[src/rtl/idec_pkg.sv]
package idec_pkg;
   typedef enum logic [1:0] {
      CLS_ALU    = 2'd0,
      CLS_MULDIV = 2'd1,
      CLS_MEM    = 2'd2,
      CLS_CTRL   = 2'd3
   } cls_e;

   typedef enum logic [3:0] {
      OP_ADD   = 4'd0,
      OP_SUB   = 4'd1,
      OP_SLL   = 4'd2,
      OP_SRL   = 4'd3,
      OP_SRA   = 4'd4,
      OP_XOR   = 4'd5,
      OP_OR    = 4'd6,
      OP_AND   = 4'd7,
      OP_LUI   = 4'd8,
      OP_MULLO = 4'd9,
      OP_MULHI = 4'd10,
      OP_DIVQ  = 4'd11,
      OP_DIVR  = 4'd12
   } aluop_e;
endpackage

[src/rtl/idec_fields.sv]
module idec_fields #(
   parameter int INSN_W = 24,
   parameter int OPC_W  = 5,
   parameter int RA_W   = 4,
   parameter int R_W    = 3,
   parameter int IMM_W  = 12
) (
   input  logic [INSN_W-1:0] insn_i,
   output logic [OPC_W-1:0]  opc_o,
   output logic [RA_W-1:0]   ra_o,
   output logic [R_W-1:0]    rd_o,
   output logic [R_W-1:0]    rb_o,
   output logic [IMM_W-1:0]  imm_o,
   output logic              pad_nz_o
);
   localparam int RD_LSB  = IMM_W;
   localparam int RA_LSB  = RD_LSB + R_W;
   localparam int OPC_LSB = RA_LSB + RA_W;
   localparam int PAD_W   = IMM_W - R_W;

   assign opc_o    = insn_i[OPC_LSB +: OPC_W];
   assign ra_o     = insn_i[RA_LSB +: RA_W];
   assign rd_o     = insn_i[RD_LSB +: R_W];
   assign rb_o     = insn_i[PAD_W +: R_W];
   assign imm_o    = insn_i[IMM_W-1:0];
   assign pad_nz_o = |insn_i[PAD_W-1:0];
endmodule

[src/rtl/idec_ctrl.sv]
module idec_ctrl
   import idec_pkg::*;
#(
   parameter int OPC_W      = 5,
   parameter int RA_W       = 4,
   parameter int R_W        = 3,
   parameter bit STRICT_PAD = 1'b1
) (
   input  logic [OPC_W-1:0] opc_i,
   input  logic [RA_W-1:0]  ra_i,
   input  logic [R_W-1:0]   rd_i,
   input  logic             pad_nz_i,
   output cls_e             cls_o,
   output aluop_e           op_o,
   output logic             use_imm_o,
   output logic             sext_o,
   output logic             lui_o,
   output logic             store_o,
   output logic             dbl_o,
   output logic [OPC_W-3:0] cond_o,
   output logic             jump_o,
   output logic [RA_W-1:0]  ra_eff_o,
   output logic             illegal_o
);
   localparam logic [RA_W-1:0] LUI_A    = RA_W'(8);
   localparam logic [R_W-1:0]  JUMP_SEL = R_W'(4);
   localparam int              RSV_MSB  = RA_W - 1;

   logic enc_bad;
   logic reg_form;
   logic pad_bad;
   logic a_rsv;

   assign a_rsv = &ra_i[RSV_MSB -: 2];

   always_comb begin
      cls_o     = CLS_ALU;
      op_o      = OP_ADD;
      use_imm_o = ~opc_i[0];
      sext_o    = 1'b0;
      lui_o     = 1'b0;
      store_o   = 1'b0;
      dbl_o     = 1'b0;
      cond_o    = '0;
      jump_o    = 1'b0;
      ra_eff_o  = ra_i;
      enc_bad   = 1'b0;
      reg_form  = 1'b0;
      if (!opc_i[4]) begin
         reg_form = opc_i[0];
         if (a_rsv) begin
            cls_o    = CLS_MULDIV;
            sext_o   = ~opc_i[3];
            ra_eff_o = {1'b0, opc_i[1], ra_i[1:0]};
            unique case (opc_i[3:2])
               2'b00:   op_o = OP_MULLO;
               2'b01:   op_o = OP_MULHI;
               2'b10:   op_o = OP_DIVQ;
               default: op_o = OP_DIVR;
            endcase
         end else begin
            unique case (opc_i[3:1])
               3'b000: begin op_o = OP_ADD; sext_o = 1'b1; end
               3'b001: begin
                  if (opc_i[0]) op_o = OP_SUB;
                  else begin
                     op_o    = OP_LUI;
                     lui_o   = 1'b1;
                     enc_bad = (ra_i != LUI_A);
                  end
               end
               3'b010:  op_o = OP_SLL;
               3'b011:  op_o = OP_SRL;
               3'b100:  op_o = OP_SRA;
               3'b101:  op_o = OP_XOR;
               3'b110:  op_o = OP_OR;
               default: op_o = OP_AND;
            endcase
         end
      end else if (!opc_i[3]) begin
         cls_o     = CLS_MEM;
         use_imm_o = 1'b1;
         sext_o    = 1'b1;
         store_o   = opc_i[1];
         dbl_o     = opc_i[2];
         enc_bad   = opc_i[0] | a_rsv;
      end else begin
         cls_o   = CLS_CTRL;
         cond_o  = opc_i[2:0];
         jump_o  = (&opc_i[2:1]) && (rd_i == JUMP_SEL);
         enc_bad = a_rsv;
         if (jump_o) begin
            reg_form = opc_i[0];
         end else begin
            op_o      = OP_SUB;
            use_imm_o = 1'b1;
            sext_o    = 1'b1;
         end
      end
   end

   generate
      if (STRICT_PAD) begin : g_pad_strict
         assign pad_bad = reg_form & pad_nz_i;
      end else begin : g_pad_lax
         assign pad_bad = 1'b0;
      end
   endgenerate

   assign illegal_o = enc_bad | pad_bad;

   always_comb begin
      // every memory word with the low opcode bit set is rejected
      a_r10_mem_odd: assert (!(cls_o == CLS_MEM && opc_i[0]) || illegal_o)
         else $error("odd memory opcode not flagged");
   end
endmodule

[src/rtl/idec_immext.sv]
module idec_immext #(
   parameter int IMM_W = 12,
   parameter int XLEN  = 24
) (
   input  logic [IMM_W-1:0] imm_i,
   input  logic             sext_i,
   input  logic             lui_i,
   output logic [XLEN-1:0]  val_o
);
   localparam int EXT_W = XLEN - IMM_W;

   always_comb begin
      if (lui_i)       val_o = {imm_i, {EXT_W{1'b0}}};
      else if (sext_i) val_o = {{EXT_W{imm_i[IMM_W-1]}}, imm_i};
      else             val_o = {{EXT_W{1'b0}}, imm_i};
   end
endmodule

[src/rtl/instr_field_decoder.sv]
module instr_field_decoder
   import idec_pkg::*;
#(
   parameter int INSN_W     = 24,
   parameter int OPC_W      = 5,
   parameter int RA_W       = 4,
   parameter int R_W        = 3,
   parameter int IMM_W      = 12,
   parameter int XLEN       = 24,
   parameter bit STRICT_PAD = 1'b1
) (
   input  logic [INSN_W-1:0] insn_i,
   output logic [1:0]        cls_o,
   output logic [3:0]        alu_op_o,
   output logic              use_imm_o,
   output logic              imm_sext_o,
   output logic [XLEN-1:0]   imm_o,
   output logic [RA_W-1:0]   ra_o,
   output logic [R_W-1:0]    rd_o,
   output logic [R_W-1:0]    rb_o,
   output logic              mem_store_o,
   output logic              mem_double_o,
   output logic [OPC_W-3:0]  br_cond_o,
   output logic              is_jump_o,
   output logic              illegal_o
);
   localparam int FIELD_SUM = OPC_W + RA_W + R_W + IMM_W;

   generate
      if (FIELD_SUM != INSN_W) begin : g_chk_width
         $error("field widths do not add up to INSN_W");
      end
      if (XLEN <= IMM_W) begin : g_chk_xlen
         $error("XLEN must exceed IMM_W");
      end
      if (OPC_W != 5 || RA_W != 4 || R_W != 3) begin : g_chk_enc
         $error("opcode map needs OPC_W=5, RA_W=4, R_W=3");
      end
   endgenerate

   logic [OPC_W-1:0] opc;
   logic [RA_W-1:0]  ra_raw;
   logic [IMM_W-1:0] imm_raw;
   logic             pad_nz;
   logic             lui;
   cls_e             cls;
   aluop_e           op;

   idec_fields #(
      .INSN_W(INSN_W), .OPC_W(OPC_W), .RA_W(RA_W), .R_W(R_W), .IMM_W(IMM_W)
   ) u_fields (
      .insn_i(insn_i), .opc_o(opc), .ra_o(ra_raw), .rd_o(rd_o),
      .rb_o(rb_o), .imm_o(imm_raw), .pad_nz_o(pad_nz)
   );

   idec_ctrl #(
      .OPC_W(OPC_W), .RA_W(RA_W), .R_W(R_W), .STRICT_PAD(STRICT_PAD)
   ) u_ctrl (
      .opc_i(opc), .ra_i(ra_raw), .rd_i(rd_o), .pad_nz_i(pad_nz),
      .cls_o(cls), .op_o(op), .use_imm_o(use_imm_o), .sext_o(imm_sext_o),
      .lui_o(lui), .store_o(mem_store_o), .dbl_o(mem_double_o),
      .cond_o(br_cond_o), .jump_o(is_jump_o), .ra_eff_o(ra_o),
      .illegal_o(illegal_o)
   );

   idec_immext #(.IMM_W(IMM_W), .XLEN(XLEN)) u_immext (
      .imm_i(imm_raw), .sext_i(imm_sext_o), .lui_i(lui), .val_o(imm_o)
   );

   assign cls_o    = cls;
   assign alu_op_o = op;

   always_comb begin
      // a rebuilt multiply/divide A index never reaches the reserved half
      a_r4_muldiv_ra: assert (cls != CLS_MULDIV || !ra_o[RA_W-1])
         else $error("multiply/divide A index out of range");
      // a placed upper immediate leaves the low part clear
      a_r6_lui_low: assert (!lui || imm_o[XLEN-IMM_W-1:0] == '0)
         else $error("upper immediate low bits not clear");
      // zero-extended immediates have an empty top part
      a_r7_zext_top: assert (imm_sext_o || lui || imm_o[XLEN-1:IMM_W] == '0)
         else $error("zero extension leaked into top bits");
      // memory words address with an immediate offset and ADD
      a_r8_mem_addr: assert (cls != CLS_MEM || (use_imm_o && op == OP_ADD))
         else $error("memory word without immediate add");
      // a jump is always a control word
      a_r9_jump_ctrl: assert (!is_jump_o || cls == CLS_CTRL)
         else $error("jump flag outside control class");
   end
endmodule

[config.mk]
export PLATFORM = sky130hd
export DESIGN_NAME = instr_field_decoder
export DESIGN_NICKNAME = d
export VERILOG_FILES = /design/src/rtl/idec_pkg.sv /design/src/rtl/idec_fields.sv /design/src/rtl/idec_ctrl.sv /design/src/rtl/idec_immext.sv /design/src/rtl/instr_field_decoder.sv
export SDC_FILE = /design/constraint.sdc
export NUM_CORES = 1
export LEC_CHECK = 0
export ABC_AREA = 1
export BUFFER_PORTS_ARGS = -buffer_cell sky130_fd_sc_hd__buf_2
export CAP_MARGIN = 5
export CORE_MARGIN = 2
export CORE_UTILIZATION = 35
export DETAILED_ROUTE_END_ITERATION = 8
export GPL_TIMING_DRIVEN = 0
export PLACE_DENSITY_LB_ADDON = 0.3
export SLEW_MARGIN = 20
export SYNTH_ARGS = -nofsm -noshare
export SYNTH_HDL_FRONTEND = slang
export SYNTH_SLANG_ARGS = --single-unit
[constraint.sdc]
create_clock -name vclk -period 0.9
set_input_delay 0.045 -clock vclk [all_inputs]
set_output_delay 0.045 -clock vclk [all_outputs]
set_load 0.005 [all_outputs]
---- Yosys cells after proc, flatten, opt, wreduce, memory -nomap -nowiden ----
Index checks and enable logic that the tools add are counted.
storage, ports and cells
  input bits .............................. 24
  word-level logic and storage cells ...... 63
  output and inout bits ................... 49
  register bits after elaboration ......... 0
operators by class
  reduce and logical (&&, ||, !) cells .... 6
  muxes and demuxes ....................... 42
  bitwise operators ....................... 5
  equal/unequal tests ..................... 10
operators with widths
  kind                count
  $mux 24             2
  $mux 1              29
  $pmux 4 s7          1
  $mux 4              6
  $eq 3x3->1 const B  4
  $pmux 3 s3          1
  $reduce_or 9->1     1
  $eq 3x2->1 const B  2
  $mux 3              2
  $ne 4x4->1 const B  1
  $reduce_and 2->1    2
  $eq 3x1->1 const B  1
  $logic_not 3->1     1
  $eq 2x1->1 const B  1
  $eq 2x2->1 const B  1
  $logic_not 2->1     1
  $mux 2              1
  $not 1->1           2
  $or 1x1->1          2
  $and 1x1->1         1
  $logic_and 1x1->1   1

---- Depth between registers and ports, before layout ----
  word-level depth ........................ 7
  mapped depth ............................ 6
  gate-level depth less buffers ........... 6

---- By module ----
A second synthesis with hierarchy kept.
unflattened totals
  cells, all modules ...................... 153
  area total of the unflattened synthesis .. 834.6 µm²
modules (own cells, without submodules)
  module       cells each  instances  area each (µm²)  seq. area each (µm²)
  idec_ctrl    65          1          372.9            0.0
  idec_fields  34          1          232.7            0.0
  idec_immext  54          1          229.0            0.0

---- Worst setup path after synthesis ----
OpenSTA, ideal clock, no wires.
  kind .................................... input port to output port
  start point ............................. input insn_i[21]
  end point ............................... output imm_o[13]
  stages .................................. 6
  slack ................................... 88 ps
  data arrival time ....................... 767 ps
  cell sequence ........................... inv_1 > nand3_2 > nor3_4 > buf_6 > nand2_1 > nand2_1
on the way
  longest elaborated chain between the ends .. 7
ends and longest elaborated chain
  element            line                       source
  start, declared    instr_field_decoder.sv:12  input logic [INSN_W-1:0] insn_i,
  $reduce_and 2->1   idec_ctrl.sv:90            jump_o = (&opc_i[2:1]) && (rd_i == JUMP_SEL);
  $logic_and 1x1->1  idec_ctrl.sv:90
  $mux 1             idec_ctrl.sv:92            if (jump_o) begin
  $mux 1             idec_ctrl.sv:80            end else if (!opc_i[3]) begin
  $mux 1             idec_ctrl.sv:49            if (!opc_i[4]) begin
  $mux 24            idec_immext.sv:14          else if (sext_i) val_o = {{EXT_W{imm_i[IMM_W-1]}}, imm_i};
  $mux 24 (*)        idec_immext.sv:13          if (lui_i) val_o = {imm_i, {EXT_W{1'b0}}};
  end, declared      instr_field_decoder.sv:17  output logic [XLEN-1:0] imm_o,
Every way passes the cells marked *; elsewhere a longest branch is shown, timed or not.

---- Final worst setup path ----
  start point ............................. input insn_i[22]
  end point ............................... output alu_op_o[1]
on the way
  longest elaborated chain between the ends .. 4
ends and longest elaborated chain
  element                                   line                              source
  $eq 3x3->1, or another cell as far along  idec_ctrl.sv:62                   unique case (opc_i[3:1])
  $pmux 4 s7 or $pmux 3 s3 (tied branches)  idec_ctrl.sv:62, idec_ctrl.sv:55
  $mux 4 (*)                                idec_ctrl.sv:51                   if (a_rsv) begin
  $mux 4 (*)                                idec_ctrl.sv:49
  end, declared                             instr_field_decoder.sv:14         output logic [3:0] alu_op_o,
Marked as above.

==> run summary <==
status - finished, violations left
failing checks - negative setup slack
worst path bufs/invs - 4
Required @ worst endpoint - 0.85 ns
post-layout power - 701 uW
number of global-route vias before repair - 1008
pwr dens - 472 nW/um^2
DR vias/cell - 5.07
cells along the critical path - buf_12 > inv_6 > buf_6 > ha_4 > nor2_2 > a211oi_2 > buf_2
Port Buffer Count - 73
fin crit period - 1.03 ns
hold_sp - insn_i[22]
critical path fanouts, max - 7
pin count of the biggest net entering global routing - 9
Setup CP Type - input pin to output pin
Hold Buf Count CTS - 0
Total Wirelength - 3480 um
Final setup viols - 28
combinational share of power - 1.000
grt total ovfl - 0
Crit path largest cell delay - 0.25 ns
Top delay family on crit path - buffers and inverters
Area after DPL - 1010 um^2
Starting Density - 0.367
DIE WIDTH - 46.1 um
Cell variety after synth - 20
switching share of total power - 0.484
area grow syn2layout - 140%
number of sequential cells - 0
fmax - 0.968 GHz
clock share of power - 0
DR pass1 iterations - 4
post-route design area - 1480 um^2
io pins - 73
Total Routing Usage GR - 0.253
Seq/Total Area, Yosys - 0
DR iter-0 viols - 38
Min-Delay Path Class - input pin to output pin
CLK BUF - 0
Hold EP - mem_store_o
initial antenna violation count - 0
via count - 1227
Mapped Area - 619 um^2
Switch Pwr - 340 uW
full die area - 2120 um^2
worst hold path cell count - 3
Max Cap Viol - 0
crit start category - input pin
share of cells above drive strength 1 - 0.693
Reg power frac - 0
Fillers - 94
Fin. Hold Viols - 0
Pint - 361 uW
Mapped Avg Cell Area - 4.92 um^2
height of the chip - 46.1 um
register area - 0 um^2
Rows - 15
Synth Instances - 126
WP data arrival - 0.99 ns
VDD IR-drop max - 0.000345 V
Wirelength per Cell - 14.4 um
post-route ant nets - 0
Core ar. - 1690 um^2
dpl hpwl - 1780 um
GP Congestion - 0.735
Final #Nets - 255
setup ws final - -0.134 ns
Post-route DRC - 0
post-synthesis net count - 154
max_slew headroom - 0.862
Antenna Cells - 0
Yosys warning total - 0
Crit-path slowest cell - ha_4
global-route wire length before repair - 4050 um
Max Slew Vio Count - 0
RSZ-0062 raised after global routing - true
Tightest Pin Transition - 0.207 ns
CP Capture Type - output pin
period utilization - 1.15
Pleak - 0.000901 uW
==> power groups by stage <==
| stage | logic [uW] | clock network (uW) | registers [uW] |
|---|---|---|---|
| after global placement | 430 | 0 | 0 |
| after CTS | 571 | 0 | 0 |
| after global routing | 747 | 0 | 0 |
| final | 701 | 0 | 0 |
| after floorplan | 207 | 0 | 0 |
| after detailed placement | 441 | 0 | 0 |
==> cells in the final DEF (no fill, tap or decap) <==
| cell type | instances |
|---|---|
| clkinv_8 | 1 |
| buf_2 | 64 |
| buf_6 | 12 |
| buf_8 | 1 |
| nand4_1 | 1 |
| nor3_1 | 2 |
| nand2_4 | 2 |
| nand3_4 | 1 |
| ha_4 | 1 |
| o21ai_0 | 2 |
| nand2_2 | 17 |
| buf_4 | 31 |
| a21boi_0 | 1 |
| inv_4 | 4 |
| nor3_4 | 1 |
| nor2_1 | 12 |
| and3_1 | 1 |
| inv_6 | 1 |
| a31oi_1 | 1 |
| nor2_4 | 3 |
| a21oi_2 | 1 |
| buf_12 | 3 |
| nand2_8 | 1 |
| ha_1 | 3 |
| a21oi_1 | 2 |
| o21ai_2 | 1 |
| nand3_1 | 3 |
| inv_1 | 15 |
| nor2_2 | 8 |
| a211oi_2 | 1 |
| nand2_1 | 26 |
| nand3_2 | 2 |
==> cell type report <==
class	count	area, um^2	share of cell area
buffer	11	90.1	0.0607
multi-input combinational	93	593	0.400
inverter	21	106	0.0717
tap	17	21.3	0.0143
timing repair buffer	100	673	0.454
==> worst max path at each step <==
stage | start | cells past startpoint | endpoint | slack [ns]
final | insn_i[22] | 7 | alu_op_o[1] | -0.13
after global routing | insn_i[19] | 9 | imm_o[14] | -0.17
after CTS | insn_i[22] | 9 | imm_o[16] | -0.08
after detailed placement | insn_i[22] | 8 | imm_o[21] | -0.29
after global placement | insn_i[22] | 8 | imm_o[19] | -0.25
after floorplan | insn_i[21] | 6 | imm_o[13] | 0.09
==> cell usage after synthesis <==
master,count,area (um^2)
buf_4,11,82.6
buf_6,1,11.3
ha_1,4,50.1
inv_1,20,75.1
nand2_4,1,11.3
a31oi_1,1,6.26
nor3_4,1,16.3
a21boi_0,1,7.51
nand3_1,5,25.0
and3_1,1,6.26
nand2_2,1,6.26
o21ai_0,3,15.0
a211oi_1,1,7.51
nand3_2,1,10.0
nand2_1,44,165
a21oi_1,3,15.0
inv_4,1,6.26
nor2_1,23,86.3
nand4_1,1,6.26
nor3_1,2,10.0
==> metrics by stage <==
stage | utilization | TNS (ns) | setup WS, ns | hold slack, ns | std cells
finish | 0.879 | -2.49 | -0.134 | 0.354 | 242
global route | 0.879 | -3.53 | -0.169 | 0.366 | 242
CTS | 0.781 | -1.33 | -0.0817 | 0.344 | 236
detailed placement | 0.596 | -6.42 | -0.293 | 0.359 | 216
global placement | 0.596 | -5.63 | -0.252 | 0.353 | 216
floorplan | - | 0 | 0.0877 | 0.124 | 126
==> cell families (layout without fill, tap and decap cells) <==
kind of cell | after synthesis | count (layout) | share of synthesized area
buffers and inverters | 33 | 132 | 0.283
AOI/OAI and AO/OA | 9 | 9 | 0.0828
and+or+nand+nor | 80 | 80 | 0.554
adders and majority gates | 4 | 4 | 0.0808
==> repair_timing <==
action | 4_1_cts | 5_1_grt
pin swaps | 12 | 11
setup endpoints to repair | 27 | 26
gates cloned | 3 | 0
gates resized for setup | 59 | 31
setup buffers | 17 | 7
==> routing by layer <==
metal  wire length [um]  up-vias  global-route usage
met5                  0        -                   0
met4                125        0              0.0800
met3                270       16              0.0235
met2               1880       86               0.517
met1               1210      553               0.259
li1                   -      572                   -
Power figures use the tool's default switching activity.
